==> src/rtl/lspu_pkg.sv <==
package lspu_pkg;
   typedef enum logic [1:0] {
      SZ_B = 2'd0,
      SZ_H = 2'd1,
      SZ_W = 2'd2,
      SZ_D = 2'd3
   } acc_size_e;

   typedef enum logic [1:0] {
      PH_IDLE = 2'd0,
      PH_REQ  = 2'd1,
      PH_WAIT = 2'd2
   } phase_e;
endpackage

==> src/rtl/lspu_addr_gen.sv <==
module lspu_addr_gen
   import lspu_pkg::*;
#(
   parameter int XLEN     = 64,
   parameter int DISP_W   = 16,
   parameter int DS_SHIFT = 2
) (
   input  logic [XLEN-1:0]   ra,
   input  logic [XLEN-1:0]   rb,
   input  logic [DISP_W-1:0] disp,
   input  acc_size_e         size,
   input  logic              indexed,
   input  logic              post,
   output logic [XLEN-1:0]   addr,
   output logic [XLEN-1:0]   new_base
);
   logic [DISP_W-1:0] dsp;
   logic [XLEN-1:0]   imm_off;
   logic [XLEN-1:0]   off;
   logic [XLEN-1:0]   sum;

   always_comb begin
      // doubleword immediate: scaled field
      if (size == SZ_D)
         dsp = {disp[DISP_W-1-DS_SHIFT:0], {DS_SHIFT{1'b0}}};
      else
         dsp = disp;
      imm_off  = {{(XLEN-DISP_W){dsp[DISP_W-1]}}, dsp};
      off      = indexed ? rb : imm_off;
      sum      = ra + off;
      addr     = post ? ra : sum;
      new_base = sum;
   end
endmodule

==> src/rtl/lspu_lane_pack.sv <==
module lspu_lane_pack
   import lspu_pkg::*;
#(
   parameter int XLEN  = 64,
   localparam int LANES = XLEN / 8,
   localparam int OFS_W = $clog2(LANES)
) (
   input  acc_size_e        size,
   input  logic [OFS_W-1:0] ofs,
   input  logic [XLEN-1:0]  rs,
   output logic [LANES-1:0] be,
   output logic [XLEN-1:0]  wdata
);
   localparam int CW = OFS_W + 2;

   logic [CW-1:0] lo_w;
   logic [CW-1:0] hi_w;

   assign lo_w  = CW'(ofs);
   assign hi_w  = lo_w + (CW'(1) << size);
   assign wdata = rs << {ofs, 3'b000};

   for (genvar i = 0; i < LANES; i++) begin : g_lane
      assign be[i] = (CW'(i) >= lo_w) && (CW'(i) < hi_w);
   end
endmodule

==> src/rtl/lspu_load_align.sv <==
module lspu_load_align
   import lspu_pkg::*;
#(
   parameter int XLEN  = 64,
   localparam int LANES = XLEN / 8,
   localparam int OFS_W = $clog2(LANES)
) (
   input  logic [XLEN-1:0]  rdata,
   input  logic [OFS_W-1:0] ofs,
   input  acc_size_e        size,
   input  logic             sgn,
   output logic [XLEN-1:0]  rt
);
   logic [XLEN-1:0] sh;

   always_comb begin
      sh = rdata >> {ofs, 3'b000};
      unique case (size)
         SZ_B:    rt = {{(XLEN-8){1'b0}}, sh[7:0]};
         SZ_H:    rt = {{(XLEN-16){sgn & sh[15]}}, sh[15:0]};
         SZ_W:    rt = {{(XLEN-32){sgn & sh[31]}}, sh[31:0]};
         default: rt = sh;
      endcase
   end
endmodule

==> src/rtl/lspu_post_update.sv <==
module lspu_post_update
   import lspu_pkg::*;
#(
   parameter int XLEN     = 64,
   parameter int DISP_W   = 16,
   parameter int DS_SHIFT = 2,
   localparam int LANES   = XLEN / 8,
   localparam int OFS_W   = $clog2(LANES)
) (
   input  logic              clk,
   input  logic              rst_n,
   input  logic              op_valid,
   output logic              op_ready,
   input  logic [1:0]        op_size,
   input  logic              op_signed,
   input  logic              op_store,
   input  logic              op_indexed,
   input  logic              op_post,
   input  logic [XLEN-1:0]   ra_val,
   input  logic [XLEN-1:0]   rb_val,
   input  logic [XLEN-1:0]   rs_val,
   input  logic [DISP_W-1:0] disp,
   output logic              mem_req_valid,
   input  logic              mem_req_ready,
   output logic [XLEN-1:0]   mem_addr,
   output logic [1:0]        mem_size,
   output logic [LANES-1:0]  mem_be,
   output logic              mem_we,
   output logic [XLEN-1:0]   mem_wdata,
   input  logic              mem_rsp_valid,
   input  logic [XLEN-1:0]   mem_rsp_data,
   output logic              res_valid,
   output logic              rt_we,
   output logic [XLEN-1:0]   rt_data,
   output logic              ra_we,
   output logic [XLEN-1:0]   ra_data
);
   if ((XLEN % 8) != 0 || LANES < 8 || (LANES & (LANES - 1)) != 0) begin : g_bad_xlen
      $error("lspu_post_update: XLEN must be a power-of-two byte count of at least 64 bits");
   end
   if (DISP_W <= DS_SHIFT || DISP_W > XLEN) begin : g_bad_disp
      $error("lspu_post_update: DISP_W out of range");
   end

   phase_e          phase;
   acc_size_e       size_q;
   logic            store_q;
   logic            sgn_q;
   logic [XLEN-1:0] addr_q;
   logic [XLEN-1:0] base_q;
   logic [XLEN-1:0] rs_q;
   logic [XLEN-1:0] addr_c;
   logic [XLEN-1:0] base_c;
   logic            accept;

   assign accept = op_valid && (phase == PH_IDLE);

   lspu_addr_gen #(
      .XLEN(XLEN), .DISP_W(DISP_W), .DS_SHIFT(DS_SHIFT)
   ) u_agen (
      .ra       (ra_val),
      .rb       (rb_val),
      .disp     (disp),
      .size     (acc_size_e'(op_size)),
      .indexed  (op_indexed),
      .post     (op_post),
      .addr     (addr_c),
      .new_base (base_c)
   );

   always_ff @(posedge clk) begin
      if (!rst_n) begin
         phase   <= PH_IDLE;
         size_q  <= SZ_B;
         store_q <= 1'b0;
         sgn_q   <= 1'b0;
         addr_q  <= '0;
         base_q  <= '0;
         rs_q    <= '0;
      end else begin
         unique case (phase)
            PH_IDLE: if (accept) begin
               phase   <= PH_REQ;
               size_q  <= acc_size_e'(op_size);
               store_q <= op_store;
               sgn_q   <= op_signed;
               addr_q  <= addr_c;
               base_q  <= base_c;
               rs_q    <= rs_val;
            end
            PH_REQ:  if (mem_req_ready) phase <= PH_WAIT;
            PH_WAIT: if (mem_rsp_valid) phase <= PH_IDLE;
            default: phase <= PH_IDLE;
         endcase
      end
   end

   lspu_lane_pack #(.XLEN(XLEN)) u_pack (
      .size  (size_q),
      .ofs   (addr_q[OFS_W-1:0]),
      .rs    (rs_q),
      .be    (mem_be),
      .wdata (mem_wdata)
   );

   lspu_load_align #(.XLEN(XLEN)) u_align (
      .rdata (mem_rsp_data),
      .ofs   (addr_q[OFS_W-1:0]),
      .size  (size_q),
      .sgn   (sgn_q),
      .rt    (rt_data)
   );

   assign op_ready      = (phase == PH_IDLE);
   assign mem_req_valid = (phase == PH_REQ);
   assign mem_addr      = addr_q;
   assign mem_size      = size_q;
   assign mem_we        = store_q;
   assign res_valid     = (phase == PH_WAIT) && mem_rsp_valid;
   assign rt_we         = res_valid && !store_q;
   assign ra_we         = res_valid;
   assign ra_data       = base_q;
endmodule

==> config.mk <==
export PLATFORM = sky130hd
export DESIGN_NAME = lspu_post_update
export DESIGN_NICKNAME = d
export VERILOG_FILES = /design/src/rtl/lspu_pkg.sv /design/src/rtl/lspu_addr_gen.sv /design/src/rtl/lspu_lane_pack.sv /design/src/rtl/lspu_load_align.sv /design/src/rtl/lspu_post_update.sv
export SDC_FILE = /design/constraint.sdc
export NUM_CORES = 1
export LEC_CHECK = 0
export BUFFER_PORTS_ARGS = -buffer_cell sky130_fd_sc_hd__buf_4
export CORE_ASPECT_RATIO = 0.5
export CORE_MARGIN = 4
export CORE_UTILIZATION = 39
export DETAILED_ROUTE_END_ITERATION = 7
export PLACE_DENSITY = 0.66
export SLEW_MARGIN = 5
export SYNTH_ARGS = -nofsm -noshare
export SYNTH_HDL_FRONTEND = slang
export SYNTH_HIERARCHICAL = 1
export SYNTH_SLANG_ARGS = --single-unit
==> constraint.sdc <==
create_clock -name clk -period 4.05 [get_ports clk]
set_input_delay 0.2025 -clock clk [delete_from_list [all_inputs] [get_ports clk]]
set_output_delay 0.2025 -clock clk [all_outputs]
set_load 0.01 [all_outputs]
Yosys cells after proc, flatten, opt, wreduce, memory -nomap -nowiden
Index checks and enable logic that the tools add are counted.
Widths: inputs -> output; s select.

word-level totals
  output and inout bits = 272
  bits of input ports = 283
  flip-flop bits (word level) = 198
  word-level logic and storage cells = 62

operators by class
  reductions and logical operators = 16
  shift-type cells = 3
  $add $sub $neg = 2
  magnitude comparators = 16
  bitwise operators = 2
  eq/ne operators = 8
  mux-type cells = 8

operator list
  cell                 count
  $pmux 64 s3          1
  $mux 64              2
  $add 64x64->64       1
  $shl 64x6->64        1
  $shr 64x6->64        1
  $lt 3x5->1 const A   4
  $mux 16              1
  $ge 3x3->1 const A   4
  $logic_and 1x1->1    11
  $lt 1x5->1 const A   2
  $lt 2x5->1 const A   2
  $eq 2x2->1 const B   3
  $ge 1x3->1 const A   2
  $ge 2x3->1 const A   2
  $mux 2               3
  $pmux 2 s3           1
  $add 3x5->5          1
  $shl 1x2->5 const A  1
  $eq 2x1->1 const B   2
  $logic_not 2->1      2
  $ne 2x1->1 const B   2
  $reduce_and 3->1     1
  $and 1x1->1          2
  $ne 2x2->1 const B   1
  2 further kinds      2

Logic depth before layout (Yosys ltp)
Gate-level depths: netlist (run 1).

  depth in word-level cells = 5
  mapped depth = 18
  mapped depth without buffers = 17

Hierarchy
Netlist (run 1), hierarchy kept.

by module, submodules not included
  module            instances  cells an instance  seq. area each (um2)  area an instance (um2)
  lspu_post_update  1          865                3963.8                7945.1
  lspu_addr_gen     1          902                0.0                   5626.6
  lspu_lane_pack    1          253                0.0                   2214.6
  lspu_load_align   1          261                0.0                   2154.6

Worst setup path before layout (run 1)
Ideal clock, no wire load.

  path type = input -> register
  start = input port op_size[0]
  end = register addr_q[62] (netlist: mem_addr[62])
  library setup time = 121 ps
  required time = 3929 ps
  stages = 18
  path slack = 190 ps
  path buffers = 1
  arrival time = 3739 ps
  cell sequence = nand2_1 clkbuf_1 nand2_1 o21ai_0 ha_1 inv_1 fa_1 nand2b_1 a21o_1 a2111oi_2 o211ai_1 a211o_1 a311oi_1 nor3_1 xnor2_1 mux2_2 nand2_1 mux2i_1

between the ends
  longest elaborated chain between the ends = 5

ends and longest elaborated chain
  what                  RTL line                RTL
  start, declared       lspu_post_update.sv:14  input logic [1:0] op_size,
  $eq 2x2->1            lspu_addr_gen.sv:24     if (size == SZ_D)
  $mux 16               lspu_addr_gen.sv:24
  $mux 64               lspu_addr_gen.sv:29     off = indexed ? rb : imm_off;
  $add 64x64->64        lspu_addr_gen.sv:30     sum = ra + off;
  via base_c[62]        lspu_post_update.sv:53  logic [XLEN-1:0] base_c;
  $mux 64               lspu_addr_gen.sv:31     addr = post ? ra : sum;
  via addr_c[62]        lspu_post_update.sv:52  logic [XLEN-1:0] addr_c;
  end signal, assigned  lspu_post_update.sv:87  addr_q <= addr_c;
  end, declared         lspu_post_update.sv:49  logic [XLEN-1:0] addr_q;

The timed path passes the listed nets, and every way through them passes these cells.
A chain may end at the register's enable or synchronous reset.

Worst setup path in the final report (run 1)
  start = input port op_size[1]
  end = register addr_q[57] (netlist: mem_addr[57])

between the ends
  longest elaborated chain between the ends = 5

ends and longest elaborated chain
  what            RTL line
  $eq 2x2->1      lspu_addr_gen.sv:24
  $mux 16         lspu_addr_gen.sv:24
  $mux 64         lspu_addr_gen.sv:29
  $add 64x64->64  lspu_addr_gen.sv:30
  $mux 64         lspu_addr_gen.sv:31
  via addr_c[57]  lspu_post_update.sv:52

The timed path passes the listed nets, and every way through them passes these cells.

==> results.json, run 1 <==
{
  "status": "completed",
  "cp.arrival_ns": 4.13,
  "cpLargestDelayFamily": "compound AO/OA/AOI/OAI gates",
  "htreeDepth": 4,
  "grt_pass1_vias": 18400,
  "cts_tree": "done",
  "slowest_stage": "a211oi_4",
  "hp-class": "input port to register",
  "crit_required_ns": 4.44,
  "ys_types": 90,
  "vias_per_cell": 5.49,
  "synth_edf_count": 0,
  "core_um2": 45300,
  "final_max_slew_viol_count": 0,
  "clock-root-buffer": "clkbuf_16",
  "fmax_mhz": 267,
  "grt_overflow": 0,
  "synth_area_leaders": "dfxtp_1, mux2i_1, nand2_1",
  "drt_iter0_drc": 1560,
  "syn_inst": 2281,
  "grt_use_total_pct": 27.0,
  "crit_path_cell_trace": "buf_4 -> nand2_1 -> a211oi_4 -> buf_12 -> a21oi_1 -> ha_1 -> a21oi_1 -> o211ai_1 -> a221oi_2 -> o31ai_4 -> a21boi_2 -> o21bai_1 -> buf_4 -> o21ai_0 -> nand3_1 -> a221oi_1 -> nand2_1 -> mux2i_1",
  "die_h_um": 160,
  "fin_crit_sh_pct": 92.4,
  "powerDensity_nw_per_um2": 324,
  "start_util_pct": 39.6,
  "gp_congestion": 0.956,
  "cts_buffers": 17,
  "final.setup.tns_ns": 0,
  "rsz0062_at_grt": "no",
  "die-area_um2": 49700,
  "final_cell_mix": "buf_4, nand2_1, mux2i_1, dfxtp_1, a21oi_1",
  "whs_ns": 0.0268,
  "worst_path_largest_cell_delay_ns": 0.44,
  "syn2layout_area_growth_pct": 32.4,
  "clk_latency_ns": 0.46,
  "wl_per_cell_um": 20.5,
  "cts_sinks": 198,
  "placedCellCount": 3342,
  "synthesis.nets": 2632,
  "async_flop_share_pct": 0,
  "leakage_nw": 11.0,
  "start_kind": "input port",
  "final_common_cell": "buf_4",
  "drive_gt1_share_pct": 28.5,
  "io_buffers": 554,
  "fin_worst_skew_ns": 0.0148,
  "endpoint_kind": "register",
  "use_met1_pct": 34.8,
  "finalSetupViolations": 0,
  "ir_drop_uv": 285,
  "wl_mm": 70.5,
  "cts_hold_buffers": 57,
  "critPathBufInv": 3,
  "ys.flop_type": "dfxtp_1",
  "place_hpwl_mm": 55.1,
  "crit_fanout": 7,
  "grt_max_degree": 135,
  "grt_util_met3_pct": 2.92,
  "antenna_found_initial": 7,
  "rows": 55,
  "ys_ff_latch": 198,
  "drc": 0,
  "io_pins": 555,
  "use_met2_pct": 47.4,
  "drt_pass1_iterations": 6,
  "nNetsFinal": 3171,
  "synth_top_area_share_pct": 22.1,
  "finalHoldViolations": 0,
  "fin_crit_ns": 3.74,
  "netlist_area_um2": 17900,
  "instances_no_fill": 3438,
  "synth_largest_area_cell": "dfxtp_1",
  "drv_cap": 0,
  "vias": 18900,
  "post_cts_buffers": 0,
  "slew_headroom_pct": 31.8,
  "ctsResizeCount": 0,
  "synth.yosys.seq_area_share_pct": 22.1,
  "path_class": "input port to register",
  "die_x_um": 311,
  "yosysWarnings": 6,
  "worst-slew-pin-transition_ns": 1.02,
  "busiest_layer": "met2",
  "clock_path_buffers": 2,
  "grt_pass1_wl_mm": 108,
  "syn-mean-instance-area_um2": 7.87,
  "clk_pin_slew_ns": 0.07,
  "drt.antenna.violating_nets": 0
}
## path summary, 6_finish.rpt
kind | start | end | slack [ns] | cells past startpoint
min | rs_val[60] | rs_q[60]$_SDFFE_PN0P_ | 0.03 | 3
max reg2reg | phase[1]$_SDFFE_PN0P_ | mem_addr[46]$_SDFFE_PN0P_ | 1.94 | 3
max | op_size[1] | mem_addr[57]$_SDFFE_PN0P_ | 0.31 | 18
min reg2reg | rs_q[56]$_SDFFE_PN0P_ | rs_q[56]$_SDFFE_PN0P_ | 0.46 | 2
## synthesized netlist by cell type, types with 8 or more instances
cell       instances
nand2_1          614
buf_4             17
a2bb2oi_1         14
nor2b_1           17
mux4_2            40
and2_1            23
inv_1             75
o2bb2ai_1         10
a31oi_1           13
mux2_2            52
o211ai_1          29
o21bai_1          13
o21a_1             8
xnor2_1           32
buf_2             35
dfxtp_1          198
nand2b_1          13
buf_6             16
o22ai_1           21
a21oi_1          138
nor2_1            80
nand3_1           40
xor2_1            28
nand4_1           28
o21ai_0           76
a21o_1            36
ha_1              66
clkbuf_1          81
mux2i_1          294
nand3b_1           9
nor3_1            16
buf_8             16
## power breakdown
group | switching (mW) | internal, mW
clock network | 0.891 | 0.930
registers | 0.217 | 2.16
logic | 1.85 | 1.64
total | 2.95 | 4.73
## worst register-to-register path, stage by stage, from the launching register on
cell and delay [ns]:
dfxtp_1 0.39, nor3b_4 0.87, buf_4 0.52, mux2i_1 0.25
## sequential cells by signal (all words and copies together) (netlist names)
signal and flops:
mem_addr 64, phase 2, sgn_q 1, mem_size 2, rs_q 64, mem_we 1, ra_data 64
## layer usage
metal	share of wire (%)	routed length, µm
met1	43	30600
met2	49	34700
met5	0	0
met3	4.4	3090
met4	3.1	2190
## cell type report
type | instances | area [µm²]
Clock buffer | 18 | 429
Timing Repair Buffer | 692 | 5500
Fill cell | 4362 | 21600
Antenna cell | 7 | 17.5
Inverter | 76 | 285
Tap cell | 598 | 748
Clock inverter | 14 | 164
Multi-Input combinational cell | 1835 | 12600
Sequential cell | 198 | 3980
## per-stage QoR
step                      total power, mW  setup WS [ns]  utilization [%]  instance area [µm²]
after floorplan                      4.47          0.190                -                17900
after global placement               5.80         0.0518             49.8                22600
after detailed placement             5.82         0.0130             49.8                22600
after CTS                            7.71          0.466             52.3                23700
after global routing                 8.13          0.121             52.4                23800
final                                7.69          0.308             52.4                23800
## cell families (layout without fill, tap and decap cells)
logic type,count (synthesis),after routing,synth area share (%)
AND/OR/NAND/NOR,885,885,21.3
AO/OA/AOI/OAI,426,426,15.6
multiplexers,396,396,25.7
buffers and inverters,248,800,7.57
flip-flops,198,198,22.1
adder cells (fa/ha/maj),68,68,4.83
XOR/XNOR,60,60,2.93
other,0,7,0
(Power assumes the default switching activity.)
==> inputs of run 2 (changes only) <==
- CORE_MARGIN: 4 -> 3
- CTS_CLUSTER_SIZE: not set -> 20
==> results.json, run 2 (synthesized netlist as in run 1, its figures left out) <==
{
  "status": "completed",
  "r2r_end": "rs_q[53]$_SDFFE_PN0P_",
  "fillers": 4287,
  "path_class": "input port to register",
  "endpoint": "mem_addr[60]$_SDFFE_PN0P_",
  "fmax_mhz": 271,
  "use_met1_pct": 35.6,
  "grt_pass1_wl_mm": 106,
  "start_util_pct": 40.4,
  "worst-path-stages": 18,
  "clk_latency_ns": 0.46,
  "io_pins": 555,
  "grt_util_met3_pct": 2.95,
  "final_max_slew_viol_count": 0,
  "drt_iter0_drc": 1514,
  "worstRegToRegCells": 3,
  "post_cts_buffers": 0,
  "crit_fanout": 25,
  "antenna_found_initial": 2,
  "die_x_um": 309,
  "io_buffers": 554,
  "final.setup.tns_ns": 0,
  "clk_pin_slew_ns": 0.08,
  "drc": 0,
  "nNetsFinal": 3151,
  "cp.arrival_ns": 4.07,
  "cp-startpoint": "op_size[1]",
  "use_met2_pct": 48.4,
  "crit_path_frequent_cell": "a21oi_1",
  "cts_buffers": 17,
  "vias_per_cell": 5.56,
  "drt.antenna.violating_nets": 0,
  "place_hpwl_mm": 55.1,
  "fin_crit_ns": 3.69,
  "ir_drop_uv": 295,
  "vias": 18900,
  "p_total_mw": 7.69,
  "slew_headroom_pct": 32.0,
  "clock_path_buffers": 2,
  "finalHoldViolations": 0,
  "fin_worst_skew_ns": 0.0139,
  "start_kind": "input port",
  "finalSetupViolations": 0,
  "cts_tree": "done",
  "die_h_um": 158,
  "gp_congestion": 0.934,
  "drt_pass1_iterations": 5,
  "endpoint_kind": "register",
  "grt_use_total_pct": 27.4,
  "wl_per_cell_um": 20.8,
  "die-area_um2": 48800,
  "hold_path_depth": 3,
  "slowest_stage": "a21oi_1",
  "final_common_cell": "nand2_1",
  "syn2layout_area_growth_pct": 31.0,
  "cpLargestDelayFamily": "compound AO/OA/AOI/OAI gates",
  "powerDensity_nw_per_um2": 327,
  "clock-root-buffer": "clkbuf_16",
  "drv_cap": 0,
  "grt_overflow": 0,
  "worst_path_largest_cell_delay_ns": 0.55,
  "crit_path_cell_trace": "buf_4 -> nand2_1 -> buf_4 -> a211oi_4 -> buf_12 -> a21oi_1 -> ha_1 -> nand4_1 -> nor3_1 -> o211ai_1 -> a21boi_1 -> o211ai_1 -> a21oi_1 -> a21oi_1 -> and3_1 -> o31ai_1 -> nand2_1 -> mux2i_1",
  "fin_crit_sh_pct": 91.0,
  "grt_pass1_vias": 18000,
  "final_cell_mix": "nand2_1, buf_4, mux2i_1, dfxtp_1, a21oi_1",
  "htreeDepth": 4,
  "crit_required_ns": 4.44,
  "cts_sinks": 198,
  "rows": 54,
  "core_um2": 44500,
  "rr_startpoint": "phase[1]$_SDFFE_PN0P_",
  "rsz0062_at_grt": "no",
  "critPathBufInv": 3,
  "wl_mm": 70.9,
  "grt_max_degree": 129,
  "worst-slew-pin-transition_ns": 1.02,
  "busiest_layer": "met2",
  "rrSetupSlack_ns": 2.22,
  "hp-class": "input port to register",
  "leakage_nw": 10.9,
  "drive_gt1_share_pct": 28.1
}
run 2: changes by cell type in the layout (fill, tap and decap cells not counted), sizes merged:
| cell | before | now |
|---|---|---|
| diode | 7 | 3 |
| buf | 635 | 619 |
| clkinvlp | 4 | 0 |
| clkbuf | 18 | 20 |
| dlygate4sd3 | 57 | 53 |
| bufinv | 2 | 1 |
| clkinv | 2 | 5 |
run 2: worst min-delay path, stage by stage:
cell and delay (ns):
buf_4 0.11, nand2_1 0.06, mux2i_1 0.06
run 2: worst min path at each step:
stage / startpoint / to / slack, ns
2_1_floorplan: rs_val[56] / rs_q[56]$_SDFFE_PN0P_ / 0.34
5_1_grt: rs_val[23] / rs_q[23]$_SDFFE_PN0P_ / 0.004
3_3_place_gp: ra_data[6]$_SDFFE_PN0P_ / ra_data[6]$_SDFFE_PN0P_ / 0.44
6_report: rs_val[47] / rs_q[47]$_SDFFE_PN0P_ / 0.02
4_1_cts: rs_val[11] / rs_q[11]$_SDFFE_PN0P_ / 0.0006
3_5_place_dp: mem_addr[59]$_SDFFE_PN0P_ / mem_addr[59]$_SDFFE_PN0P_ / 0.45
run 2: layout make-up:
class / instances / area (µm²) / area share, %
Multi-Input combinational cell: 1835 / 12600 / 53.8
Timing Repair Buffer: 672 / 5250 / 22.3
Sequential cell: 198 / 3980 / 16.9
Tap cell: 588 / 736 / 3.13
Clock buffer: 20 / 478 / 2.03
Inverter: 76 / 285 / 1.21
Clock inverter: 12 / 133 / 0.564
Antenna cell: 3 / 7.51 / 0.0319
run 2: metal layers:
metal | wire (µm) | vias to the layer above | share of wire, %
li1 | - | 9027 | -
met2 | 35100 | 607 | 50
met1 | 30700 | 9179 | 43
met3 | 3290 | 99 | 4.6
met5 | 0 | - | 0
met4 | 1790 | 0 | 2.5
run 2: what timing repair did:
action | 4_1_cts | 5_1_grt
gates resized for setup | 0 | 0
hold endpoints to repair | 52 | 0
hold buffers | 53 | 0
run 2: stage by stage:
step | cell area [µm²] | utilization (%) | instances | hold slack (ns) | setup WS, ns
after CTS | 23500 | 52.8 | 3401 | 0.000602 | 0.492
after global placement | 22400 | 50.3 | 3316 | 0.445 | 0.0864
after global routing | 23500 | 52.9 | 3403 | 0.00404 | 0.0759
after detailed placement | 22400 | 50.3 | 3316 | 0.447 | 0.00949
after floorplan | 17900 | - | 2281 | 0.345 | 0.190
final | 23500 | 52.9 | 3404 | 0.0189 | 0.363
run 2: report_power, final:
group | switching (mW) | internal [mW]
combinational | 1.86 | 1.61
sequential | 0.204 | 2.16
clock | 0.904 | 0.943
total | 2.97 | 4.72
==> inputs of run 3 (changes only) <==
- PLACE_DENSITY: 0.66 -> 0.75
==> results.json, run 3 (synthesized netlist as in run 1, its figures left out) <==
{
  "status": "completed",
  "start_util_pct": 40.4,
  "hold_path_depth": 3,
  "wl_per_cell_um": 21.0,
  "place_hpwl_mm": 55.2,
  "fin_worst_skew_ns": 0.0127,
  "setup_slack_ns": 0.304,
  "p_total_mw": 7.65,
  "grt_pass1_wl_mm": 107,
  "grt_overflow": 0,
  "die_x_um": 309,
  "wl_mm": 71.8,
  "fillers": 4200,
  "cp.arrival_ns": 4.15,
  "drive_gt1_share_pct": 28.1,
  "nNetsFinal": 3166,
  "die-area_um2": 48800,
  "io_buffers": 554,
  "min_to": "rs_q[51]$_SDFFE_PN0P_",
  "drt_iter0_drc": 1782,
  "leakage_nw": 10.9,
  "gp_congestion": 0.985,
  "whs_ns": 0.0310,
  "clk_pin_slew_ns": 0.08,
  "grt_use_total_pct": 27.8,
  "ir_drop_uv": 315,
  "finalSetupViolations": 0,
  "cts_buffers": 17,
  "fin_crit_ns": 3.75,
  "grt_pass1_vias": 18400,
  "crit_path_cell_trace": "buf_4 -> nand2_1 -> buf_4 -> a211oi_4 -> buf_12 -> a21oi_1 -> ha_1 -> buf_4 -> a21oi_1 -> o211ai_1 -> a221oi_2 -> o31ai_4 -> a21boi_2 -> o21bai_1 -> buf_4 -> o21ai_0 -> nand3_1 -> a221oi_1 -> nand2_1 -> mux2i_1",
  "dp_slack_ns": -0.0909,
  "fmax_mhz": 267,
  "syn2layout_area_growth_pct": 31.8,
  "fin_crit_sh_pct": 92.5,
  "final_common_cell": "buf_4",
  "worstRegToRegCells": 3,
  "rows": 54,
  "drt.antenna.violating_nets": 0,
  "vias_per_cell": 5.61,
  "worst_path_largest_cell_delay_ns": 0.39,
  "hold_start": "rs_val[51]",
  "drc": 0,
  "post-route-util_pct": 53.2,
  "worst-slew-pin-transition_ns": 0.950,
  "crit_required_ns": 4.45,
  "die_h_um": 158,
  "io_pins": 555,
  "path_class": "input port to register",
  "final_max_slew_viol_count": 0,
  "powerDensity_nw_per_um2": 324,
  "ctsResizeCount": 0,
  "start_kind": "input port",
  "final_cell_mix": "buf_4, nand2_1, mux2i_1, dfxtp_1, a21oi_1",
  "crit_path_frequent_cell": "buf_4",
  "hp-class": "input port to register",
  "core_um2": 44500,
  "finalHoldViolations": 0,
  "slowest_stage": "a221oi_2",
  "cts_sinks": 198,
  "rr_startpoint": "phase[1]$_SDFFE_PN0P_",
  "crit_fanout": 35,
  "insertedDiodeCount": 0,
  "grt_max_degree": 126,
  "vias": 19200,
  "cts_tree": "done",
  "endpoint_kind": "register",
  "rrSetupSlack_ns": 1.92,
  "slew_headroom_pct": 36.5,
  "drt_pass1_iterations": 7,
  "r2r_end": "mem_addr[17]$_SDFFE_PN0P_",
  "antenna_found_initial": 0,
  "rsz0062_at_grt": "no",
  "drv_cap": 0,
  "clock_path_buffers": 2,
  "clock-root-buffer": "clkbuf_16",
  "htreeDepth": 4,
  "clk_latency_ns": 0.47
}
[run 3: cell count changes in the layout (fill, tap and decap cells not counted)]
cell	delta
dlygate4sd3_1	+9
clkinv_8	-1
buf_12	+3
clkbuf_1	+2
clkinvlp_4	+4
clkbuf_8	-1
buf_4	+3
inv_6	-3
clkinv_2	-1
diode_2	-3
[run 3: stage by stage]
stage               instance area (µm²)  TNS (ns)  cells
floorplan                         17900         0   2281
global placement                  22400         0   3322
detailed placement                22400    -0.157   3322
CTS                               23600         0   3415
global route                      23600         0   3416
finish                            23600         0   3416
[run 3: how the worst max path moves through the flow]
stage	from	to	slack, ns
3_3_place_gp	op_size[1]	mem_addr[57]$_SDFFE_PN0P_	0.05
5_1_grt	op_size[1]	mem_addr[57]$_SDFFE_PN0P_	0.009
2_1_floorplan	op_size[0]	mem_addr[62]$_SDFFE_PN0P_	0.19
3_5_place_dp	op_size[1]	mem_addr[57]$_SDFFE_PN0P_	-0.09
4_1_cts	op_size[1]	mem_addr[57]$_SDFFE_PN0P_	0.38
6_report	op_size[1]	mem_addr[57]$_SDFFE_PN0P_	0.30
[run 3: final cells by class]
| type | instances | area [µm²] | area share [%] |
|---|---|---|---|
| clock buffer | 21 | 472 | 2.00 |
| tap | 588 | 736 | 3.11 |
| multi-input combinational | 1835 | 12600 | 53.5 |
| clock inverter | 11 | 115 | 0.487 |
| inverter | 76 | 285 | 1.21 |
| sequential | 198 | 3980 | 16.8 |
| timing repair buffer | 687 | 5420 | 22.9 |
[run 3: layer usage]
layer / wire, µm / GRT usage, % / part of all wire, %
met3: 3650 / 3.68 / 5.1
met5: 0 / 0 / 0
met1: 29500 / 34.6 / 41
met2: 36100 / 49.5 / 50
met4: 2560 / 10.3 / 3.6
[run 3: repair_timing]
item / 4_1_cts / 5_1_grt
hold endpoints to repair: 60 / 1
hold buffers: 61 / 1
setup buffers: 0 / 0
[run 3: worst max-delay path, delay by kind of cell]
kind	cells	cell delay, ns
fa+ha+maj	1	0.31
buf+inv	5	0.89
mux	1	0.15
simple gates	3	0.42
compound gates	10	2.17
[run 3: power by group]
group          switching (mW)  internal [mW]  total (mW)  leakage (nW)
Clock                   0.875          0.914        1.79         0.274
Combinational            1.87           1.63        3.50          9.01
Sequential              0.201           2.16        2.36          1.63
